--- src/rtl/eeprom3w.sv ---
module eeprom3w #(
  parameter int TPROG  = 40,
  parameter int TCSMIN = 4,
  parameter int NBYTE  = 256
) (
  input  logic clk,
  input  logic rst_n,
  input  logic org_x16,
  input  logic cs,
  input  logic sk,
  input  logic di,
  output logic dout,
  output logic dout_oe
);
  localparam int AW8 = $clog2(NBYTE);
  localparam int AW16 = AW8 - 1;
  localparam int CW = $clog2(TPROG + 1);
  localparam int LW = $clog2(TCSMIN + 1);

  typedef enum logic [2:0] {S_IDLE, S_OPC, S_ADDR, S_DATA, S_RD, S_WAIT} st_t;

  st_t              state;
  logic             sk_q, cs_q;
  logic [1:0]       opc;
  logic [AW8-1:0]   addr, p_addr;
  logic [14:0]      wdat;
  logic [15:0]      p_data;
  logic             p_all;
  logic [4:0]       cnt;
  logic             en_q, stat_en, rd_act;
  logic [16:0]      rd_sr;
  logic [CW-1:0]    busy_cnt;
  logic [LW-1:0]    lowcnt;
  logic [7:0]       mem [NBYTE];

  wire sk_rise = sk & ~sk_q;
  wire cs_rise = cs & ~cs_q;
  wire busy    = busy_cnt != '0;
  wire commit  = busy_cnt == CW'(1);
  wire [AW8-1:0] a_n = {addr[AW8-2:0], di};
  wire [15:0]    d_n = {wdat, di};
  wire [1:0]     ext = org_x16 ? a_n[AW8-2:AW8-3] : a_n[AW8-1:AW8-2];
  wire [4:0]     last_a = org_x16 ? 5'(AW16 - 1) : 5'(AW8 - 1);
  wire [4:0]     last_d = org_x16 ? 5'd15 : 5'd7;
  wire [AW8-1:0] hi_b = {a_n[AW8-2:0], 1'b0};
  wire [AW8-1:0] lo_b = {a_n[AW8-2:0], 1'b1};

  assign dout    = stat_en ? ~busy : rd_sr[16];
  assign dout_oe = stat_en | rd_act;

  always_ff @(posedge clk) begin
    if (!rst_n) begin
      state    <= S_IDLE;
      sk_q     <= 1'b0;
      cs_q     <= 1'b0;
      opc      <= '0;
      addr     <= '0;
      wdat     <= '0;
      cnt      <= '0;
      en_q     <= 1'b0;
      stat_en  <= 1'b0;
      rd_act   <= 1'b0;
      rd_sr    <= '0;
      busy_cnt <= '0;
      lowcnt   <= '0;
      p_all    <= 1'b0;
      p_addr   <= '0;
      p_data   <= '0;
    end else begin
      sk_q <= sk;
      cs_q <= cs;
      if (cs) lowcnt <= '0;
      else if (lowcnt != LW'(TCSMIN)) lowcnt <= lowcnt + 1'b1;
      if (busy) busy_cnt <= busy_cnt - 1'b1;

      if (!cs) begin
        state   <= S_IDLE;
        rd_act  <= 1'b0;
        stat_en <= 1'b0;
      end else begin
        if (cs_rise && busy && lowcnt == LW'(TCSMIN)) stat_en <= 1'b1;
        if (sk_rise && !busy) begin
          case (state)
            S_IDLE: if (di) begin
              state   <= S_OPC;
              cnt     <= '0;
              addr    <= '0;
              wdat    <= '0;
              stat_en <= 1'b0;
            end
            S_OPC: begin
              opc <= {opc[0], di};
              if (cnt == 5'd1) begin
                state <= S_ADDR;
                cnt   <= '0;
              end else cnt <= cnt + 1'b1;
            end
            S_ADDR: begin
              addr <= a_n;
              if (cnt == last_a) begin
                cnt <= '0;
                case (opc)
                  2'b10: begin
                    rd_sr  <= org_x16 ? {1'b0, mem[hi_b], mem[lo_b]}
                                      : {1'b0, mem[a_n], 8'h00};
                    rd_act <= 1'b1;
                    state  <= S_RD;
                  end
                  2'b01: state <= S_DATA;
                  2'b11: begin
                    state <= S_WAIT;
                    if (en_q) begin
                      busy_cnt <= CW'(TPROG);
                      p_all    <= 1'b0;
                      p_addr   <= a_n;
                      p_data   <= '1;
                    end
                  end
                  default: begin
                    state <= S_WAIT;
                    case (ext)
                      2'b11: en_q <= 1'b1;
                      2'b00: en_q <= 1'b0;
                      2'b10: if (en_q) begin
                        busy_cnt <= CW'(TPROG);
                        p_all    <= 1'b1;
                        p_data   <= '1;
                      end
                      default: state <= S_DATA;
                    endcase
                  end
                endcase
              end else cnt <= cnt + 1'b1;
            end
            S_DATA: begin
              wdat <= d_n[14:0];
              if (cnt == last_d) begin
                state <= S_WAIT;
                if (en_q) begin
                  busy_cnt <= CW'(TPROG);
                  p_all    <= (opc == 2'b00);
                  p_addr   <= addr;
                  p_data   <= org_x16 ? d_n : {d_n[7:0], d_n[7:0]};
                end
              end else cnt <= cnt + 1'b1;
            end
            S_RD: rd_sr <= {rd_sr[15:0], 1'b0};
            default: ;
          endcase
        end
      end
    end
  end

  always_ff @(posedge clk) begin
    if (!rst_n) begin
      for (int i = 0; i < NBYTE; i++) mem[i] <= 8'h00;
    end else if (commit) begin
      if (p_all) begin
        for (int i = 0; i < NBYTE; i++)
          mem[i] <= (org_x16 && (i % 2 == 0)) ? p_data[15:8] : p_data[7:0];
      end else if (org_x16) begin
        mem[{p_addr[AW8-2:0], 1'b0}] <= p_data[15:8];
        mem[{p_addr[AW8-2:0], 1'b1}] <= p_data[7:0];
      end else begin
        mem[p_addr] <= p_data[7:0];
      end
    end
  end
endmodule

--- config.mk ---
export PLATFORM = sky130hd
export DESIGN_NAME = eeprom3w
export DESIGN_NICKNAME = d
export VERILOG_FILES = /design/src/rtl/eeprom3w.sv
export SDC_FILE = /design/constraint.sdc
export NUM_CORES = 2
export LEC_CHECK = 0
export CAP_MARGIN = 20
export CELL_PAD_IN_SITES_DETAIL_PLACEMENT = 1
export CELL_PAD_IN_SITES_GLOBAL_PLACEMENT = 1
export CORE_ASPECT_RATIO = 1.75
export CORE_MARGIN = 1.5
export CORE_UTILIZATION = 45
export DETAILED_ROUTE_END_ITERATION = 10
export DONT_BUFFER_PORTS = 1
export PLACE_DENSITY = 0.73
export SLEW_MARGIN = 15
export SYNTH_ARGS = -nofsm -noshare
export SYNTH_HDL_FRONTEND = slang
export SYNTH_SLANG_ARGS = --single-unit
--- constraint.sdc ---
create_clock -name clk -period 4.8 [get_ports clk]
set_input_delay 1.2 -clock clk [delete_from_list [all_inputs] [get_ports clk]]
set_output_delay 1.2 -clock clk [all_outputs]
set_load 0.05 [all_outputs]
==> impl_table.tex <==
\begin{tabular}{lr}
\hline
Metric & Value \\
\hline
\multicolumn{2}{l}{\textbf{Synth}} \\
\quad Post-synth cell types & 80 \\
\quad Cells after Synth & 9294 \\
\quad Part of the Yosys area used for sequential elements & $\sim$53\% \\
\quad Total of flip-flops plus latches after synthesis & 2137 \\
\quad Area of the mapped netlist & 119000 µm² \\
\quad Mean instance size in the synthesized netlist & 12.8 µm² \\
\quad Synth top area cells & sky130\_fd\_sc\_hd\_\_edfxtp\_1, sky130\_fd\_sc\_hd\_\_mux4\_2, sky130\_fd\_sc\_hd\_\_and2\_1 \\
\quad Number of enable flip-flop cells after synthesis & a little over 2000 \\
\quad Yosys warning total & 0 \\
\quad Post-synthesis net count & 9315 \\
\quad Share of Yosys cell area claimed by the top area cell type & 51.6\% \\
\quad Area leader, netlist & sky130\_fd\_sc\_hd\_\_edfxtp\_1 \\
\quad Share of flip-flops with an asynchronous set or reset after synthesis & 0\% \\
\quad Main synth FF type & sky130\_fd\_sc\_hd\_\_edfxtp\_1 \\
\multicolumn{2}{l}{\textbf{STA}} \\
\quad Largest clock skew in the final design & 0.0954 ns \\
\quad Unrepaired setup endpoints after global routing & no \\
\quad Fin crit share & 101\% \\
\quad Final period demand of the worst path & 4.84 ns \\
\quad Tightest hold margin & 0.462 ns \\
\quad Achievable clock frequency & 0.207 GHz \\
\quad Final hold viol count & 0 \\
\quad Post-layout worst setup margin & -0.0367 ns \\
\quad Max-slew headroom & -66.3\% \\
\quad Final Max Tran Viols & 270 \\
\quad Final setup viols & 1 \\
\quad Pin slew with the least headroom to its limit & 2.49 ns \\
\multicolumn{2}{l}{\textbf{Routing}} \\
\quad Detailed-route wire length on metal 1 & 178000 µm \\
\quad Highest Signal Layer & met5 \\
\quad Length of routed met2 wiring & 280000 µm \\
\quad Vias after detailed routing & 93700 \\
\quad Final wirelength & around 600000 µm \\
\quad DRC errors left & 0 \\
\quad Detailed-routed wire length on met3 & $\sim$64000 µm \\
\quad Post-DR wirelength/cell & 46.1 µm \\
\quad Number of iterations in the first detailed-routing pass & 9 \\
\quad Final antenna-violating net count & 0 \\
\quad Violation count after the first detailed-routing iteration & 13700 \\
\quad Via density per instance & roughly 7 \\
\multicolumn{2}{l}{\textbf{Place}} \\
\quad Final Wtd Congestion & approximately 1.1 \\
\quad HPWL Detailed & 423000 µm \\
\quad Number of buffer cells added on primary ports & 0 \\
\multicolumn{2}{l}{\textbf{Finish}} \\
\quad Count of nets after finishing & 9349 \\
\quad Core utilization of the finished layout & 50.9\% \\
\quad Area delta synth->final & 12.2\% \\
\quad Fraction of final layout cells sized beyond drive strength 1 & 24.3\% \\
\multicolumn{2}{l}{\textbf{CTS}} \\
\quad Worst skew pair latency & 0.96 ns \\
\quad Hold buffer count at cts & 0 \\
\quad Total setup buffers inserted after CTS & 0 \\
\quad H-tree levels & 4 \\
\quad CTS tree & built \\
\quad Clk buf depth & 4 \\
\quad Clock Sinks & 2137 \\
\quad Resize count post-CTS & 0 \\
\quad Worst-path clk slew & 0.07 ns \\
\quad Buffer type at the clock tree root & sky130\_fd\_sc\_hd\_\_clkbuf\_16 \\
\quad Number of buffers added by the clock tree synthesis step & 213 \\
\multicolumn{2}{l}{\textbf{Die}} \\
\quad I/O pin count & 8 \\
\quad Die extent in x & 392 µm \\
\quad Core region area & 263000 µm² \\
\quad Die Ht & 684 µm \\
\quad Die area & between 200000 and 300000 µm² \\
\quad Number of rows created at floorplan & 249 \\
\quad Starting Density & between 40\% and 50\% \\
\multicolumn{2}{l}{\textbf{Worst setup path}} \\
\quad Kind of end point of the critical path & register \\
\quad Highest-delay cell along the critical path & sky130\_fd\_sc\_hd\_\_mux2i\_1 \\
\quad Bufs and invs on worst path & 4 \\
\quad CP top delay family & buffers and inverters \\
\quad Data arrival time of the critical path & 5.63 ns \\
\quad Category of the critical setup timing path & reg2reg \\
\quad FF-to-FF setup slack & -0.04 ns \\
\quad Largest stage delay on the critical path & 0.72 ns \\
\quad Critical path peak fanout & 26 \\
\quad CP Cell Sequence & buf\_12, buf\_4, mux4\_2, mux2i\_1, o221ai\_1, o221ai\_1, buf\_4, o2111ai\_1, nor4\_1, buf\_4, nor4\_1 \\
\quad Startpoint kind of the worst setup timing path & register \\
\quad Critical Path Most Common Cell & sky130\_fd\_sc\_hd\_\_buf\_4 \\
\quad Data required time of the critical path & 5.59 ns \\
\multicolumn{2}{l}{\textbf{GRT}} \\
\quad Number of global-route vias before repair & 93700 \\
\quad Number of antenna violations at the first check in global routing & 76 \\
\quad Overflow left after global routing & 0 \\
\quad Maximum number of pins on one net before global-route repair & roughly 530 \\
\quad Total GRT Usage & 45.1\% \\
\quad Global-route wire length before repair & 815000 µm \\
\multicolumn{2}{l}{\textbf{Status}} \\
\quad Failing checks & slew limit, setup timing \\
\quad Outcome & complete, but fails checks \\
\multicolumn{2}{l}{\textbf{Run}} \\
\quad Max-cap violations & 0 \\
\multicolumn{2}{l}{\textbf{Pwr}} \\
\quad Worst-case vdd ir drop & 0.286 mV \\
\quad Leakage & $\sim$49 nW \\
\quad Total power & 42.7 mW \\
\quad Power density relative to cell area & 320 nW/µm² \\
\multicolumn{2}{l}{\textbf{Min path}} \\
\quad Path class of the lowest-slack min-delay path & in2reg \\
\hline
\end{tabular}
-- final timing paths --
check,from,end,depth (start not counted)
worst max-delay path,addr[0],rd_sr[11],11
worst min-delay path,sk,sk_q,1
worst max register to register,addr[0],rd_sr[11],11
worst min register to register,rd_sr[14],rd_sr[14],2
-- sequential cells by signal (all words and copies together) (netlist names) --
signal    flops
mem        2048
rd_sr        17
p_data       16
wdat         15
addr          8
p_addr        8
busy_cnt      6
cnt           5
lowcnt        3
state         3
opc           2
cs_q          1
en_q          1
p_all         1
rd_act        1
sk_q          1
stat_en       1
-- metrics by stage --
step | instances | area, µm² | setup TNS [ns] | worst slack, ns
after floorplan | 9294 | 119000 | 0 | 0.939
after global placement | 12600 | 126000 | -0.478 | -0.427
after detailed placement | 12600 | 126000 | -0.382 | -0.317
after CTS | 13000 | 133000 | 0 | 0.386
after global routing | 13000 | 134000 | 0 | 0.0468
final | 13100 | 134000 | -0.0367 | -0.0367
-- per-layer routing --
metal  vias to the layer above  GRT usage, %
met5                         -         0.727
met1                     48100          46.4
met3                      2645          12.9
met4                        34          47.7
li1                      35200             -
met2                      7598          70.7
-- worst register-to-register path: cells and delay by family (launching register included) --
family / cells / cell delay [ns]
flip-flops: 1 / 0.67
AND/OR/NAND/NOR: 2 / 0.52
AO/OA/AOI/OAI: 3 / 1.19
buffers and inverters: 4 / 1.22
multiplexers: 2 / 1.09
-- power breakdown --
group / internal, mW / switching, mW
Combinational: 1.35 / 2.15
Clock: 9.73 / 8.01
Sequential: 21.0 / 0.511
-- cell usage in the layout (no fill, tap or decap), types with 92 or more instances in the layout --
cell                        count
sky130_fd_sc_hd__nand2_1     1211
sky130_fd_sc_hd__mux4_2      1112
sky130_fd_sc_hd__clkbuf_16    216
sky130_fd_sc_hd__nor2_1       893
sky130_fd_sc_hd__o21ai_0      239
sky130_fd_sc_hd__or3_1         92
sky130_fd_sc_hd__a21oi_1      649
sky130_fd_sc_hd__buf_4        684
sky130_fd_sc_hd__edfxtp_1    2048
sky130_fd_sc_hd__and2_1      1038
sky130_fd_sc_hd__mux2i_1      136
-- Yosys cell counts, drive strengths merged, types with 14 or more instances --
library cell and number:
a31oi 25, a211o 48, inv 24, a21oi 649
and2 1038, a22o 15, clkbuf 683, nor3 96
buf 262, o221ai 16, mux2i 145, o21ai 284
nand4 19, a211oi 17, mux4 1112, nand3 48
ha 15, mux2 16, or3 92, nor4 19
nor2b 37, nand2b 27, a221oi 30, a221o 14
o22ai 58, o211ai 27, nand2 1220, a22oi 74
edfxtp 2048, dfxtp 89, nor2 902
-- cells by family (layout without fill, tap and decap cells) --
group / Yosys count / in the layout / share of synthesized area, %
and+or+nand+nor: 3544 / 3544 / 14.1
DFF: 2137 / 2137 / 53.1
AOI/OAI and AO/OA: 1342 / 1342 / 6.65
muxes: 1273 / 1273 / 22.4
buffers and inverters: 971 / 1177 / 3.53
adders and majority gates: 15 / 15 / 0.157
xor gates and xnor gates: 12 / 12 / 0.0882
other: 0 / 68 / 0
-- cell type report --
| cell class | instances | area [µm²] |
|---|---|---|
| fill | 26200 | 129000 |
| sequential | 2137 | 63400 |
| multi-input combinational | 6186 | 52100 |
| timing repair buffer | 764 | 6630 |
| clock buffer | 250 | 5550 |
| tap | 3514 | 4400 |
| clock inverter | 137 | 1440 |
| antenna | 68 | 170 |
| inverter | 26 | 119 |
Power figures use the tool's default switching activity.
